`src/rtl/sram_pipe_pkg.sv`:
```
package sram_pipe_pkg;

   // Kind of access held in the input stage.
   typedef enum logic [1:0] {
      ACC_IDLE  = 2'd0,
      ACC_READ  = 2'd1,
      ACC_WRITE = 2'd2
   } acc_kind_e;

endpackage

```
`src/rtl/sram_burst_seq.sv`:
```
module sram_burst_seq #(
   parameter int ADDR_W  = 6,
   parameter int BURST_W = 2
) (
   input  logic              clk,
   input  logic              rst_n,
   input  logic              hold,
   input  logic              start,
   input  logic              sel_in,
   input  logic              adv,
   input  logic              linear,
   input  logic [ADDR_W-1:0] addr_in,
   output logic              sel_q,
   output logic [ADDR_W-1:0] eff_addr
);

   logic [ADDR_W-1:0]  base_q;
   logic [BURST_W-1:0] cnt_q;
   logic [BURST_W-1:0] cnt_use;
   logic [BURST_W-1:0] low_pos;
   logic [ADDR_W-1:0]  burst_addr;

   // Offset used this cycle: stepped on advance, held on suspend.
   always_comb begin
      cnt_use = adv ? cnt_q + BURST_W'(1) : cnt_q;
      if (linear)
         low_pos = base_q[BURST_W-1:0] + cnt_use;
      else
         low_pos = base_q[BURST_W-1:0] ^ cnt_use;
   end

   generate
      if (BURST_W == ADDR_W) begin : g_full_wrap
         assign burst_addr = low_pos;
      end else begin : g_part_wrap
         assign burst_addr = {base_q[ADDR_W-1:BURST_W], low_pos};
      end
   endgenerate

   assign eff_addr = start ? addr_in : burst_addr;

   always_ff @(posedge clk) begin
      if (!rst_n) begin
         sel_q  <= 1'b0;
         base_q <= '0;
         cnt_q  <= '0;
      end else if (hold) begin
         sel_q  <= 1'b0;
      end else if (start) begin
         sel_q  <= sel_in;
         base_q <= addr_in;
         cnt_q  <= '0;
      end else if (sel_q) begin
         cnt_q  <= cnt_use;
      end
   end

endmodule

```
`src/rtl/sram_access_ctrl.sv`:
```
module sram_access_ctrl
   import sram_pipe_pkg::*;
#(
   parameter int ADDR_W   = 6,
   parameter int DATA_W   = 64,
   parameter int LANES    = 8,
   parameter int WAKE_CYC = 4,
   localparam int WAKE_W  = $clog2(WAKE_CYC + 1)
) (
   input  logic              clk,
   input  logic              rst_n,
   input  logic              sleep,
   input  logic              start_rd,
   input  logic              start_acc,
   input  logic              cs_match,
   input  logic              sel_q,
   input  logic [ADDR_W-1:0] eff_addr,
   input  logic              wr_all,
   input  logic              wr_en,
   input  logic [LANES-1:0]  byte_we,
   input  logic [DATA_W-1:0] wdata,
   output logic              awake,
   output acc_kind_e         s1_kind,
   output logic [ADDR_W-1:0] s1_addr,
   output logic [LANES-1:0]  s1_lanes,
   output logic [DATA_W-1:0] s1_wdata
);

   logic [WAKE_W-1:0] wake_q;
   logic              go;
   logic              wr_req;
   logic [LANES-1:0]  lane_sel;
   acc_kind_e         kind_d;

   // Wake-up window counter, reloaded while sleep is high.
   always_ff @(posedge clk) begin
      if (!rst_n)
         wake_q <= '0;
      else if (sleep)
         wake_q <= WAKE_W'(WAKE_CYC);
      else if (wake_q != '0)
         wake_q <= wake_q - WAKE_W'(1);
   end

   assign awake = !sleep && (wake_q == '0);

   always_comb begin
      go       = awake && ((start_rd || start_acc) ? cs_match : sel_q);
      wr_req   = !start_rd && (wr_all || (wr_en && (byte_we != '0)));
      lane_sel = wr_all ? '1 : (wr_en ? byte_we : '0);
      if (!go)
         kind_d = ACC_IDLE;
      else if (wr_req)
         kind_d = ACC_WRITE;
      else
         kind_d = ACC_READ;
   end

   always_ff @(posedge clk) begin
      if (!rst_n)
         s1_kind <= ACC_IDLE;
      else
         s1_kind <= kind_d;
   end

   always_ff @(posedge clk) begin
      s1_addr  <= eff_addr;
      s1_lanes <= lane_sel;
      s1_wdata <= wdata;
   end

endmodule

```
`src/rtl/sram_lane_bank.sv`:
```
module sram_lane_bank #(
   parameter int ADDR_W = 6,
   parameter int LANE_W = 8,
   localparam int DEPTH = 1 << ADDR_W
) (
   input  logic              clk,
   input  logic              wr_stb,
   input  logic              rd_stb,
   input  logic [ADDR_W-1:0] addr,
   input  logic [LANE_W-1:0] wd,
   output logic [LANE_W-1:0] rd_q
);

   logic [LANE_W-1:0] cells [DEPTH];

   // Array write from the input stage, and the output register.
   always_ff @(posedge clk) begin
      if (wr_stb)
         cells[addr] <= wd;
      if (rd_stb)
         rd_q <= cells[addr];
   end

endmodule

```
`src/rtl/sram_pipe_burst.sv`:
```
module sram_pipe_burst
   import sram_pipe_pkg::*;
#(
   parameter int ADDR_W   = 6,
   parameter int DATA_W   = 64,
   parameter int LANE_W   = 8,
   parameter int BURST_W  = 2,
   parameter int WAKE_CYC = 4,
   localparam int LANES   = DATA_W / LANE_W
) (
   input  logic              clk,
   input  logic              rst_n,
   input  logic              sleep,
   input  logic [ADDR_W-1:0] addr,
   input  logic [DATA_W-1:0] wdata,
   input  logic              start_rd,
   input  logic              start_acc,
   input  logic              adv,
   input  logic              burst_lin,
   input  logic              cs_a_n,
   input  logic              cs_b,
   input  logic              cs_c_n,
   input  logic              wr_all,
   input  logic              wr_en,
   input  logic [LANES-1:0]  byte_we,
   input  logic              out_en,
   output logic [DATA_W-1:0] rdata,
   output logic              rdata_vld
);

   generate
      if ((DATA_W % LANE_W) != 0) begin : g_bad_lane
         $error("DATA_W must be a multiple of LANE_W");
      end
      if ((BURST_W < 1) || (BURST_W > ADDR_W)) begin : g_bad_burst
         $error("BURST_W must lie between 1 and ADDR_W");
      end
      if (WAKE_CYC < 1) begin : g_bad_wake
         $error("WAKE_CYC must be at least 1");
      end
   endgenerate

   logic              cs_match;
   logic              awake;
   logic              sel_q;
   logic [ADDR_W-1:0] eff_addr;
   acc_kind_e         s1_kind;
   logic [ADDR_W-1:0] s1_addr;
   logic [LANES-1:0]  s1_lanes;
   logic [DATA_W-1:0] s1_wdata;
   logic [DATA_W-1:0] rd_word;
   logic              out_live;

   assign cs_match = !cs_a_n && cs_b && !cs_c_n;

   sram_burst_seq #(
      .ADDR_W  (ADDR_W),
      .BURST_W (BURST_W)
   ) burst_i (
      .clk      (clk),
      .rst_n    (rst_n),
      .hold     (!awake),
      .start    (start_rd || start_acc),
      .sel_in   (cs_match),
      .adv      (adv),
      .linear   (burst_lin),
      .addr_in  (addr),
      .sel_q    (sel_q),
      .eff_addr (eff_addr)
   );

   sram_access_ctrl #(
      .ADDR_W   (ADDR_W),
      .DATA_W   (DATA_W),
      .LANES    (LANES),
      .WAKE_CYC (WAKE_CYC)
   ) ctrl_i (
      .clk       (clk),
      .rst_n     (rst_n),
      .sleep     (sleep),
      .start_rd  (start_rd),
      .start_acc (start_acc),
      .cs_match  (cs_match),
      .sel_q     (sel_q),
      .eff_addr  (eff_addr),
      .wr_all    (wr_all),
      .wr_en     (wr_en),
      .byte_we   (byte_we),
      .wdata     (wdata),
      .awake     (awake),
      .s1_kind   (s1_kind),
      .s1_addr   (s1_addr),
      .s1_lanes  (s1_lanes),
      .s1_wdata  (s1_wdata)
   );

   generate
      for (genvar g = 0; g < LANES; g++) begin : g_lane
         sram_lane_bank #(
            .ADDR_W (ADDR_W),
            .LANE_W (LANE_W)
         ) bank_i (
            .clk    (clk),
            .wr_stb ((s1_kind == ACC_WRITE) && s1_lanes[g]),
            .rd_stb (s1_kind == ACC_READ),
            .addr   (s1_addr),
            .wd     (s1_wdata[g*LANE_W +: LANE_W]),
            .rd_q   (rd_word[g*LANE_W +: LANE_W])
         );
      end
   endgenerate

   // Selection delayed to line up with the output register.
   always_ff @(posedge clk) begin
      if (!rst_n)
         out_live <= 1'b0;
      else
         out_live <= (s1_kind == ACC_READ);
   end

   assign rdata_vld = out_live && out_en && !sleep;
   assign rdata     = rdata_vld ? rd_word : '0;

endmodule

```
`config.mk`:
```
export PLATFORM = sky130hd
export DESIGN_NAME = sram_pipe_burst
export DESIGN_NICKNAME = d
export VERILOG_FILES = /design/src/rtl/sram_pipe_pkg.sv /design/src/rtl/sram_burst_seq.sv /design/src/rtl/sram_access_ctrl.sv /design/src/rtl/sram_lane_bank.sv /design/src/rtl/sram_pipe_burst.sv
export SDC_FILE = /design/constraint.sdc
export NUM_CORES = 2
export LEC_CHECK = 0
export BUFFER_PORTS_ARGS = -buffer_cell sky130_fd_sc_hd__buf_2
export CAP_MARGIN = 5
export CORE_ASPECT_RATIO = 1.2
export CORE_UTILIZATION = 35
export CTS_BUF_LIST = sky130_fd_sc_hd__clkbuf_16
export CTS_CLUSTER_SIZE = 40
export DETAILED_ROUTE_END_ITERATION = 8
export GPL_ROUTABILITY_DRIVEN = 1
export PLACE_DENSITY = 0.58
export SETUP_SLACK_MARGIN = 0.4
export SLEW_MARGIN = 20
export SYNTH_ARGS = -nofsm -noshare
export SYNTH_HDL_FRONTEND = slang
export SYNTH_HIERARCHICAL = 1
export SYNTH_SLANG_ARGS = --single-unit
```
`constraint.sdc`:
```
create_clock -name clk -period 3.7 [get_ports clk]
set_clock_uncertainty 0.1 [all_clocks]
set_input_delay 0.185 -clock clk [delete_from_list [all_inputs] [get_ports clk]]
set_output_delay 0.185 -clock clk [all_outputs]
set_load 0.03 [all_outputs]
```
# Word-level counts from Yosys, hierarchy flattened
# Memories as Yosys holds them, arrays and structs flattened. A register that Yosys moved wholly into a read port is not among the register bits.
# Cells that the tools add are included.
[word_totals]
reg_bits = 93
mem_bits_rw = 4096
inputBits = 91
output_inout_bits = 65
n_memories = 8
[op_classes]
addsub = 3
eq_ne = 2
n_mux = 27
bitwise_logic = 2
n_reduce_logical = 32
[mem_list]
columns = ["memory", "depth", "word_bits", "read_ports", "rd_ports_with_merged_regs", "write_ports", "line_no", "source"]
rows = [
  ["g_lane[0].bank_i.cells", 64, 8, 1, 1, 1, "sram_lane_bank.sv:14", "logic [LANE_W-1:0] cells [DEPTH];"],
  ["g_lane[1].bank_i.cells", 64, 8, 1, 1, 1, "sram_lane_bank.sv:14", ""],
  ["g_lane[2].bank_i.cells", 64, 8, 1, 1, 1, "sram_lane_bank.sv:14", ""],
  ["g_lane[3].bank_i.cells", 64, 8, 1, 1, 1, "sram_lane_bank.sv:14", ""],
  ["g_lane[4].bank_i.cells", 64, 8, 1, 1, 1, "sram_lane_bank.sv:14", ""],
  ["g_lane[5].bank_i.cells", 64, 8, 1, 1, 1, "sram_lane_bank.sv:14", ""],
  ["2 more memories", "-", "-", "-", "-", "-", "-", ""],
]
[op_table]
columns = ["op", "n"]
rows = [
  ["64-bit two-way mux", 1],
  ["1-bit two-way mux", 17],
  ["1-bit logical AND", 16],
  ["2-bit two-way mux", 5],
  ["8-bit two-way mux", 1],
  ["2-bit AND reduction", 4],
  ["8-bit nonzero test", 1],
  ["3-bit two-way mux", 2],
  ["6-bit two-way mux", 1],
  ["1-bit logical NOT", 4],
  ["2-bit nonzero test", 2],
  ["3-bit logical NOT", 1],
  ["3-bit nonzero test", 1],
  ["3-bit by 1-bit subtractor with 3-bit output (second input constant)", 1],
  ["2-bit by 1-bit adder with 2-bit output (second input constant)", 1],
  ["2-bit adder", 1],
  ["2-bit by 1-bit == test with 1-bit output (second input constant)", 1],
  ["2-bit == test (second input constant)", 1],
  ["1-bit logical OR", 2],
  ["2-bit OR reduction", 1],
  ["2-bit bitwise XOR", 1],
  ["1-bit inverter", 1],
]

# Depth between registers and ports, before layout
[depth]
word_depth = 6
ltp_mapped = 10
mapped_depth_nobuf = 8

# Cells and area by module
# Netlist, hierarchy kept.
[modules_own_cells]
columns = ["module", "n_inst", "cells_per_inst", "area_per_inst_um2"]
rows = [
  ["sram_lane_bank", 8, 1171, 20529.7],
  ["sram_access_ctrl", 1, 120, 1928.1],
  ["sram_pipe_burst", 1, 100, 934.6],
  ["sram_burst_seq", 1, 53, 500.5],
]

# Least setup slack after synthesis
# OpenSTA, ideal clock, no wires.
[synth_timing]
kind = "reg-to-reg"
startpoint = "register ctrl_i.s1_kind[0]"
endpoint = "register g_lane[0].bank_i.rd_q[0] (read register of g_lane[0].bank_i.cells) (enable)"
arrival_time_ns = 3.263
required_ns = 3.106
path_slack_ns = -0.156
path_stages_with_launch = 2
n_path_buf = 0
cell_sequence = "dfxtp_1 > nor2b_1"
[synth_via]
elab_chain_cells = 1
[synth_rtl]
columns = ["item", "line_no", "source"]
rows = [
  ["start: declaration", "sram_access_ctrl.sv:23", "output acc_kind_e s1_kind,"],
  ["start signal: assignment", "sram_access_ctrl.sv:63", "s1_kind <= kind_d;"],
  ["2-bit by 1-bit == test with 1-bit output", "sram_pipe_burst.sv:105", ".rd_stb (s1_kind == ACC_READ),"],
  ["end: declaration", "sram_lane_bank.sv:11", "output logic [LANE_W-1:0] rd_q"],
]
# Every way passes these cells.
# A chain may end at the register's enable or synchronous reset.

==> parameters.txt <==
Parameter                              Value

Global routing
  Via count of the first global-routing pass ... 98600
  Total track usage ... 19.4%
  GR Overflow Total ... 0
  Initial antenna violation count ... 28
  Global-route wire length before repair ... 691 mm
  Largest net degree at the start of global routing ... 65

Timing
  Hold violation count in the final report ... 0
  Setup repair after global routing missed its margin ... yes
  Max-slew headroom ... 19.8%
  Final sum of negative setup slack ... 0 ps
  Slew Limit Fails ... 0
  Measured slew at the worst slew-check pin ... 1200 ps
  Max Freq ... 297 MHz
  Min Clock Period, post-route ... 3360 ps
  Final period util ... 90.9%
  Final number of setup-violating endpoints ... 0

Die
  Row Count ... 278
  Floorplan die area ... 482000 sq um
  Horizontal extent of the die ... 634 microns
  Die Y-Extent ... 760 microns
  I/O pin cnt ... 156
  Core ar. ... 477000 sq um
  Initial core utilization ... 35.1%

Detailed routing
  Wire length after detailed routing ... 479 mm
  Routed len/inst ... 27.4 microns
  Vias post-DR ... 97100
  Detail Route Antenna Nets ... 0
  Post-detailed-route via-to-cell ratio ... 5.55
  Detailed Route Iter0 Violations ... 10400
  Drt drc ... 0
  Drt first pass iters ... 7

Critical path
  Crit path max fanout ... 29
  Most frequent cell on the critical path ... sky130_fd_sc_hd__buf_4
  Worst setup path class ... flop to flop
  Endpoint kind of the worst setup timing path ... flop
  Maximum single-stage delay on the critical path ... 820 ps
  Worst Path Arrival ... 4170 ps
  Standard cell with the maximum stage delay on the critical path ... sky130_fd_sc_hd__o311ai_0
  Critical path startpoint category ... flop
  Required @ worst endpoint ... 4510 ps
  Worst-path cell chain ... buf_12, buf_4, nor2b_2, a22oi_1, and3_1, o311ai_0, buf_4, or4_1

Logic synthesis
  Synthesized area per cell ... 17.4 sq um
  Leading cell types by total area after synthesis ... sky130_fd_sc_hd__edfxtp_1 (75%), sky130_fd_sc_hd__mux4_2 (4.4%), sky130_fd_sc_hd__mux2i_1 (3.1%)
  Total of flip-flops plus latches after synthesis ... 4253
  Cell taking the most area after synthesis ... sky130_fd_sc_hd__edfxtp_1
  Synthesized cell area ... 168000 sq um
  Most instantiated flip-flop cell in the synthesis netlist ... sky130_fd_sc_hd__edfxtp_1
  Gate count after technology mapping ... 9641
  Number of enable flip-flop cells after synthesis ... 4160
  Distinct cell type count of the synthesized netlist ... 69
  Fraction of synthesis flops using an asynchronous set or reset pin ... 0%
  Fraction of post-synthesis cell area in the top cell type by area ... 74.5%
  Yosys Warn Count ... 6
  Seq/Total Area, Yosys ... 75.6%
  Post-Syn Nets ... 9736

CTS
  Deepest clock path buffer count ... 4
  Clock tree from TritonCTS ... done
  Clock latency at the later pin of the worst-skew pair ... 1070 ps
  Clock buffers created by TritonCTS ... 419
  H-Tree Level Count ... 5
  Root Buffer Master ... sky130_fd_sc_hd__clkbuf_16
  CTS sink count ... 4253
  Clock slew at the register clock pins of the worst setup and hold paths ... 60 ps

Pwr
  Leakage power ... 65.1 nW
  Worst ir drop on vdd ... 419 uV
  Pwr per Cell Area ... 525 nW/um^2

Finish
  Leading cell type in the layout, fill and taps excluded ... sky130_fd_sc_hd__edfxtp_1
  End-of-flow core utilization ... 41.5%
  Layout Nets ... 10900
  Proportion of layout cells with a drive suffix above 1 ... 21.4%
  Post-route insts no fill ... 17500
  Signed area change from the synthesized netlist to the final layout ... 18.2%
  Number of filler cells placed in the layout ... 42400
  Highest-count cells in the layout ignoring fill and taps ... sky130_fd_sc_hd__edfxtp_1 (4160), sky130_fd_sc_hd__buf_4 (998), sky130_fd_sc_hd__nor2_1 (644), sky130_fd_sc_hd__mux2i_1 (509), sky130_fd_sc_hd__clkbuf_16 (421)

Placement
  Detailed Place HPWL ... 313 mm
  Placed instance count ... 16500
  Number of buffers inserted by port buffering ... 155
  Routability-driven placement congestion ratio ... 0.903

Status
  Run status ... finished, final reports clean

Flow run
  Max-capacitance violation count ... 0

Hold path
  Hold crit path type ... input pin to flop
[power breakdown]
| part | internal, mW | switching (mW) |
|---|---|---|
| Combinational | 3.07 | 4.87 |
| Sequential | 52.9 | 0.541 |
| Clock | 23.8 | 18.7 |
| Total | 79.9 | 24.2 |
[path summary, 6_finish.rpt]
kind | from | to | slack, ps | cells past startpoint
max reg2reg | ctrl_i/s1_addr[1] | g_lane[7].bank_i/rd_q[3] | 340 | 8
max | ctrl_i/s1_addr[1] | g_lane[7].bank_i/rd_q[3] | 340 | 8
min reg2reg | ctrl_i/s1_wdata[39] | g_lane[4].bank_i/cells[7][7] | 350 | 0
min | adv | burst_i/cnt_q[1] | 100 | 5
[sequential cells by signal (all words and copies together), names as in the netlist]
register and cells:
burst_i/base_q 6, ctrl_i/wake_q 3, ctrl_i/s1_wdata 64, burst_i/cnt_q 2
g_lane.bank_i/cells 4096, burst_i/sel_q 1, ctrl_i/s1_kind 2, ctrl_i/s1_addr 6
ctrl_i/s1_lanes 8, g_lane.bank_i/rd_q 64, out_live 1
[kinds of logic (layout without fill, tap and decap cells)]
family,count (synthesis),count (layout),synth area share (%)
flops,4253,4253,75.6
xor+xnor,2,2,0.0105
mux,941,941,8.14
buf+inv,705,2220,2.06
fa+ha+maj,4,4,0.0299
simple gates,1937,1937,6.12
other cells,0,34,0
compound gates,1799,1799,7.98
[critical path, delay by kind of cell, from the launching register on]
family,cells,cell delay [ps]
AOI/OAI and AO/OA,2,1000
buffers and inverters,3,840
DFF,1,450
and+or+nand+nor,3,820
[cell type report]
type,count,area (sq um),area share (%)
antenna,34,85.1,0.0430
multi-input combinational,4683,37600,19.0
timing repair buffer,1418,11700,5.92
sequential,4253,127000,64.1
clock inverter,350,3230,1.63
clock buffer,420,10500,5.31
tap,6300,7880,3.98
inverter,32,124,0.0625
[per-layer routing]
layer	GRT usage, %	vias to the layer above	part of all wire [%]	wire length [microns]
met5	0	-	0.0027	13
met4	7.00	2	4.0	19100
met2	32.9	4193	49	236000
met3	2.90	910	7.4	35300
li1	-	41500	-	-
met1	25.1	50500	39	189000
[what timing repair did]
item                       in CTS  in global routing
setup buffers                  14                  6
hold buffers                  189                  0
gates resized for setup        21                 32
gates cloned                    0                  1
setup endpoints to repair     138                141
pin swaps                       1                  0
hold endpoints to repair       93                  0
[through the flow]
stage               cell area (sq um)  worst slack [ps]  power [mW]  hold WS, ps
floorplan                      168000               624        58.8          113
global placement               182000              -252        62.0          187
detailed placement             182000              -212        62.1          189
CTS                            198000               379         105         4.23
global route                   198000               347         107         90.9
finish                         198000               338         104          101
[cell usage after synthesis, types with 56 or more instances]
master	n
sky130_fd_sc_hd__a32oi_1	56
sky130_fd_sc_hd__a221o_1	88
sky130_fd_sc_hd__o22a_1	88
sky130_fd_sc_hd__o221ai_1	72
sky130_fd_sc_hd__mux2_1	56
sky130_fd_sc_hd__a22oi_1	320
sky130_fd_sc_hd__nor2b_1	66
sky130_fd_sc_hd__a22o_1	80
sky130_fd_sc_hd__a221oi_1	168
sky130_fd_sc_hd__and3_1	72
sky130_fd_sc_hd__o2bb2ai_1	56
sky130_fd_sc_hd__a21oi_1	227
sky130_fd_sc_hd__mux2i_1	512
sky130_fd_sc_hd__nand3b_1	97
sky130_fd_sc_hd__buf_2	249
sky130_fd_sc_hd__nand3_1	65
sky130_fd_sc_hd__mux4_2	328
sky130_fd_sc_hd__dfxtp_1	93
sky130_fd_sc_hd__a31oi_1	122
sky130_fd_sc_hd__and2_1	72
sky130_fd_sc_hd__nand2_1	363
sky130_fd_sc_hd__edfxtp_1	4160
sky130_fd_sc_hd__o21ai_0	74
sky130_fd_sc_hd__o22ai_1	176
sky130_fd_sc_hd__and4b_1	64
sky130_fd_sc_hd__nand2b_1	193
sky130_fd_sc_hd__clkbuf_1	290
sky130_fd_sc_hd__nor2_1	667
Power figures use the tool's default switching activity.
